[config.mk]
export PLATFORM = sky130hd
export DESIGN_NAME = prg_bank_mapper
export DESIGN_NICKNAME = d
export VERILOG_FILES = /design/src/rtl/prg_bank_mapper.sv
export SDC_FILE = /design/constraint.sdc
export NUM_CORES = 1
export LEC_CHECK = 0
export BUFFER_PORTS_ARGS = -buffer_cell sky130_fd_sc_hd__buf_2
export CAP_MARGIN = 10
export CORE_UTILIZATION = 45
export DETAILED_ROUTE_END_ITERATION = 8
export PLACE_DENSITY = 0.72
export SYNTH_ARGS = -nofsm -noshare
export SYNTH_HDL_FRONTEND = slang
export SYNTH_SLANG_ARGS = --single-unit
[constraint.sdc]
create_clock -name clk -period 1.5 [get_ports clk]
set_clock_uncertainty 0.05 [all_clocks]
set_input_delay 0.075 -clock clk [delete_from_list [all_inputs] [get_ports clk]]
set_output_delay 0.075 -clock clk [all_outputs]
set_load 0.05 [all_outputs]
[src/rtl/prg_bank_mapper.sv]
module prg_bank_mapper #(
  parameter int ROM_BANKS = 64
) (
  input  logic        clk,
  input  logic        rst_n,
  input  logic        reg_we,
  input  logic [3:0]  reg_sel,
  input  logic [7:0]  reg_wdata,
  input  logic [15:0] cpu_addr,
  input  logic        cpu_wr,
  output logic        win_hit,
  output logic        rom_sel,
  output logic [6:0]  bank_idx,
  output logic [12:0] win_off,
  output logic        ram_we
);

  localparam int IDX_W = 7;
  localparam logic [IDX_W-1:0] ROM_MASK = IDX_W'(ROM_BANKS - 1);

  logic [1:0]       layout;
  logic [1:0]       lock_a, lock_b;
  logic [2:0]       wram_bank;
  logic [7:0]       bank0, bank1, bank2;
  logic [6:0]       bank3;

  always_ff @(posedge clk or negedge rst_n) begin
    if (!rst_n) begin
      layout    <= 2'd3;
      lock_a    <= 2'd0;
      lock_b    <= 2'd0;
      wram_bank <= 3'd0;
      bank0     <= 8'hFF;
      bank1     <= 8'hFF;
      bank2     <= 8'hFF;
      bank3     <= 7'h7F;
    end else if (reg_we) begin
      case (reg_sel)
        4'd0: layout    <= reg_wdata[1:0];
        4'd1: lock_a    <= reg_wdata[1:0];
        4'd2: lock_b    <= reg_wdata[1:0];
        4'd3: wram_bank <= reg_wdata[2:0];
        4'd4: bank0     <= reg_wdata;
        4'd5: bank1     <= reg_wdata;
        4'd6: bank2     <= reg_wdata;
        4'd7: bank3     <= reg_wdata[6:0];
        default: ;
      endcase
    end
  end

  logic [1:0]       slot;
  logic             in_prg, in_wram, is_rom, unlocked;
  logic [IDX_W-1:0] raw;

  assign slot    = cpu_addr[14:13];
  assign in_prg  = cpu_addr[15];
  assign in_wram = (cpu_addr[15:13] == 3'b011);

  always_comb begin
    is_rom = 1'b1;
    raw    = bank3;
    case (layout)
      2'd0: raw = {bank3[6:2], slot};
      2'd1: begin
        if (!slot[1]) begin
          is_rom = bank1[7];
          raw    = {bank1[6:1], slot[0]};
        end else begin
          raw = {bank3[6:1], slot[0]};
        end
      end
      2'd2: begin
        case (slot)
          2'd0, 2'd1: begin
            is_rom = bank1[7];
            raw    = {bank1[6:1], slot[0]};
          end
          2'd2: begin
            is_rom = bank2[7];
            raw    = bank2[6:0];
          end
          default: raw = bank3;
        endcase
      end
      default: begin
        case (slot)
          2'd0: begin is_rom = bank0[7]; raw = bank0[6:0]; end
          2'd1: begin is_rom = bank1[7]; raw = bank1[6:0]; end
          2'd2: begin is_rom = bank2[7]; raw = bank2[6:0]; end
          default: raw = bank3;
        endcase
      end
    endcase
  end

  always_comb begin
    rom_sel  = 1'b0;
    bank_idx = '0;
    if (in_prg) begin
      rom_sel  = is_rom;
      bank_idx = is_rom ? (raw & ROM_MASK) : {4'd0, raw[2:0]};
    end else if (in_wram) begin
      bank_idx = {4'd0, wram_bank};
    end
  end

  assign unlocked = (lock_a == 2'd2) && (lock_b == 2'd1);
  assign win_hit  = in_prg | in_wram;
  assign win_off  = cpu_addr[12:0];
  assign ram_we   = cpu_wr & win_hit & ~rom_sel & unlocked;

  a_r2_layout_update: assert property (@(posedge clk) disable iff (!rst_n)
    (reg_we && reg_sel == 4'd0) |=> (layout == $past(reg_wdata[1:0])));

  a_r3_layout0_rom: assert property (@(posedge clk) disable iff (!rst_n)
    (in_prg && layout == 2'd0) |-> rom_sel);

  a_r6_top_slot_rom: assert property (@(posedge clk) disable iff (!rst_n)
    (cpu_addr[15:13] == 3'b111) |-> rom_sel);

  a_r8_we_needs_lock: assert property (@(posedge clk) disable iff (!rst_n)
    ram_we |-> (lock_a == 2'd2 && lock_b == 2'd1));

  a_r9_we_only_ram: assert property (@(posedge clk) disable iff (!rst_n)
    ram_we |-> (cpu_wr && !rom_sel && win_hit));

  a_r10_wram_range: assert property (@(posedge clk) disable iff (!rst_n)
    in_wram |-> (!rom_sel && bank_idx < 7'd8));

  a_r11_idle_outside: assert property (@(posedge clk) disable iff (!rst_n)
    !win_hit |-> (!rom_sel && !ram_we && bank_idx == 7'd0));

endmodule

==> flow_metrics.env <==
export IMPL_violations="design-rule violations, negative setup slack"
export IMPL_grt_overflow=0
export IMPL_finalHoldViolCount=0
export IMPL_dr_pass1_iters=6
export IMPL_fin_ws_ns=-0.5621
export IMPL_grt_max_degree=23
export IMPL_ant_nets=0
export IMPL_via_per_inst=5.703
export IMPL_grt_usage=0.2143
export IMPL_yosysSeqAreaShare=0.4355
export IMPL_place_inst=271
export IMPL_first_global_vias=1710
export IMPL_synth_top_cell_area_share=0.3541
export IMPL_dieWidth_um=71.16
export IMPL_yosys_top_cells_count="mux2_2 (39), dfstp_2 (29), buf_4 (16), nor2_1 (10)"
export IMPL_dpl_cell_area_um2=2531
export IMPL_rows=24
export IMPL_cp_required_ns=1.37
export IMPL_cp_end_kind="primary output"
export IMPL_hold_class="in -> reg"
export IMPL_fp_dieH_um=71.16
export IMPL_path_clk_slew_ns=0.07
export IMPL_detailed_place_hpwl_um=3704
export IMPL_status="finished, violations left"
export IMPL_power_density_nw_per_um2=1321
export IMPL_cp_start_kind="register"
export IMPL_die_area_um2=5063
export IMPL_diodes=0
export IMPL_synthCells=183
export IMPL_globalplace_congestion=0.8782
export IMPL_synth_enable_flop_cells=0
export IMPL_final_cell_count_no_fill=286
export IMPL_design_core_area_um2=4474
export IMPL_cts_tree="built"
export IMPL_pre_cts_slack_ns=-0.3879
export IMPL_yosysWarnings=0
export IMPL_fmax_ghz=0.4849
export IMPL_cts_buffer_depth=2
export IMPL_cts_sinks=36
export IMPL_vias=1631
export IMPL_ys_types=45
export IMPL_start_util=0.4810
export IMPL_synth_top_area_cell="dfstp_2"
export IMPL_first_iter_violations=97
export IMPL_synth_most_common_cell="mux2_2"
export IMPL_yosys_register_bits=36
export IMPL_r2r_slack_ns=0.43
export IMPL_fin_area_um2=2815
export IMPL_final_nets=265
export IMPL_drv_slew=0
export IMPL_clock_latency_ns=0.29
export IMPL_final_min_clock_period_ns=2.062
export IMPL_syn_num_nets=215
export IMPL_h_tree_depth=2
export IMPL_cts_root_buf="clkbuf_8"
export IMPL_ir_drop_mv=0.8952
export IMPL_min_period_over_period=1.375
export IMPL_area_growth_pct=30.81
export IMPL_ys_async_sr_fraction=1.000
export IMPL_synth_area_top_cells="dfstp_2 (35%), mux2_2 (20%), dfrtp_1 (8.1%)"
export IMPL_cp_arrival_ns=1.94
export IMPL_syn_area_per_cell_um2=11.76
export IMPL_antenna_found_initial=0
export IMPL_rsz0062_at_grt="yes"
export IMPL_synth_ff_type="dfstp_2"
export IMPL_maxCapViolCount=0
export IMPL_fin_tns_setup_ns=-3.893
export IMPL_criticalPathCategory="reg -> out"
export IMPL_syn_area_um2=2152
export IMPL_grt_pass1_wl_um=8280
export IMPL_wl_per_cell_um=17.88
export IMPL_fill_cells=349
export IMPL_drive_gt1_frac=0.6880
export IMPL_remaining_drc_errors=7
export IMPL_power_mw=3.719
export IMPL_io_pins=55
export IMPL_final_setup_viol_count=8
export IMPL_wl_um=5114
export IMPL_cp_max_fo=6
export IMPL_cts_buffers=5
export IMPL_p_leak_nw=1.210
export IMPL_portBuffers=26
[state kept, by name, indices dropped and copies added (netlist names)]
name / cells
wram_bank: 3
bank1: 7
bank2: 7
bank0: 7
lock_b: 2
bank3: 6
lock_a: 2
layout: 2
[critical path: stages (launching register included)]
cell and delay (ns):
dfstp_2 0.59, nand2b_4 0.15, a2bb2oi_2 0.16, buf_4 0.12, o211ai_1 0.14, a221oi_4 0.28
buf_6 0.20
[routing by layer]
metal / wire [µm] / vias up / GRT usage / part of all wire
met5: 0 / - / 0 / 0
met4: 124 / 0 / 0.1022 / 0.024
met3: 271 / 18 / 0.04986 / 0.053
met2: 2604 / 59 / 0.3566 / 0.51
met1: 2113 / 799 / 0.2627 / 0.41
li1: - / 755 / - / -
[worst paths after layout]
check | from | end | depth (start not counted)
max | layout[1] | bank_idx[4] | 6
min | reg_wdata[5] | bank0[5] | 2
max reg2reg | layout[1] | layout[1] | 2
min reg2reg | lock_b[0] | lock_b[0] | 1
max in group asynchronous | rst_n | bank0[5] | 3
min in group asynchronous | rst_n | wram_bank[2] | 2
[cell type report]
class                           instances  area, µm²  share of cell area
Clock buffer                            5      68.82             0.02444
Multi-Input combinational cell        119       1169              0.4151
Tap cell                               52      65.06             0.02311
Timing Repair Buffer                   66      514.2              0.1827
Sequential cell                        36      937.1              0.3329
Inverter                                5      18.77            0.006667
Clock inverter                          3      42.54             0.01511
[logic make-up (layout without fill, tap and decap cells)]
kind of cell | Yosys count | count (layout) | share of synthesized area
AO/OA/AOI/OAI | 33 | 33 | 0.1174
buffers and inverters | 28 | 79 | 0.08256
multiplexers | 45 | 45 | 0.2378
flip-flops | 36 | 36 | 0.4355
other | 1 | 1 | 0.001743
AND/OR/NAND/NOR | 40 | 40 | 0.1250
[repair_timing]
item | in CTS | in global routing
buffers inserted | 2 | 1
gates resized for setup | 23 | 6
hold buffers | 4 | 0
gates cloned | 0 | 0
pin swaps | 9 | 0
endpoints found under the hold margin | 12 | 0
setup endpoints to repair | 8 | 8
[cell usage in the layout (no fill, tap or decap), drive strengths merged, types with 2 or more instances in the layout]
master	count
o211a	2
o32ai	2
nand3	2
a2bb2oi	2
o21ai	4
o22ai	2
nand2	7
a21oi	5
mux2i	5
nor3	2
dlygate4sd3	4
nand3b	4
o211ai	2
inv	5
and2b	2
nand2b	4
dfstp	29
dfrtp	7
mux2	39
buf	62
nor2	10
a21o	2
clkbuf	5
nor3b	3
a22o	2
nor2b	2
o221ai	3
[per-stage QoR]
| stage | utilization | hold WS [ns] |
|---|---|---|
| floorplan | - | -0.2706 |
| global placement | 0.5657 | 0.0004016 |
| detailed placement | 0.5657 | 0.008264 |
| CTS | 0.6219 | 0.007173 |
| global route | 0.6292 | 0.01715 |
| finish | 0.6292 | 0.01456 |
[power breakdown]
part           switching, mW  internal (mW)
logic                  0.655          0.708
clock network          0.353          0.491
registers              0.177           1.33
total                   1.19           2.53
No activity file was read; power rests on OpenSTA's default activity.
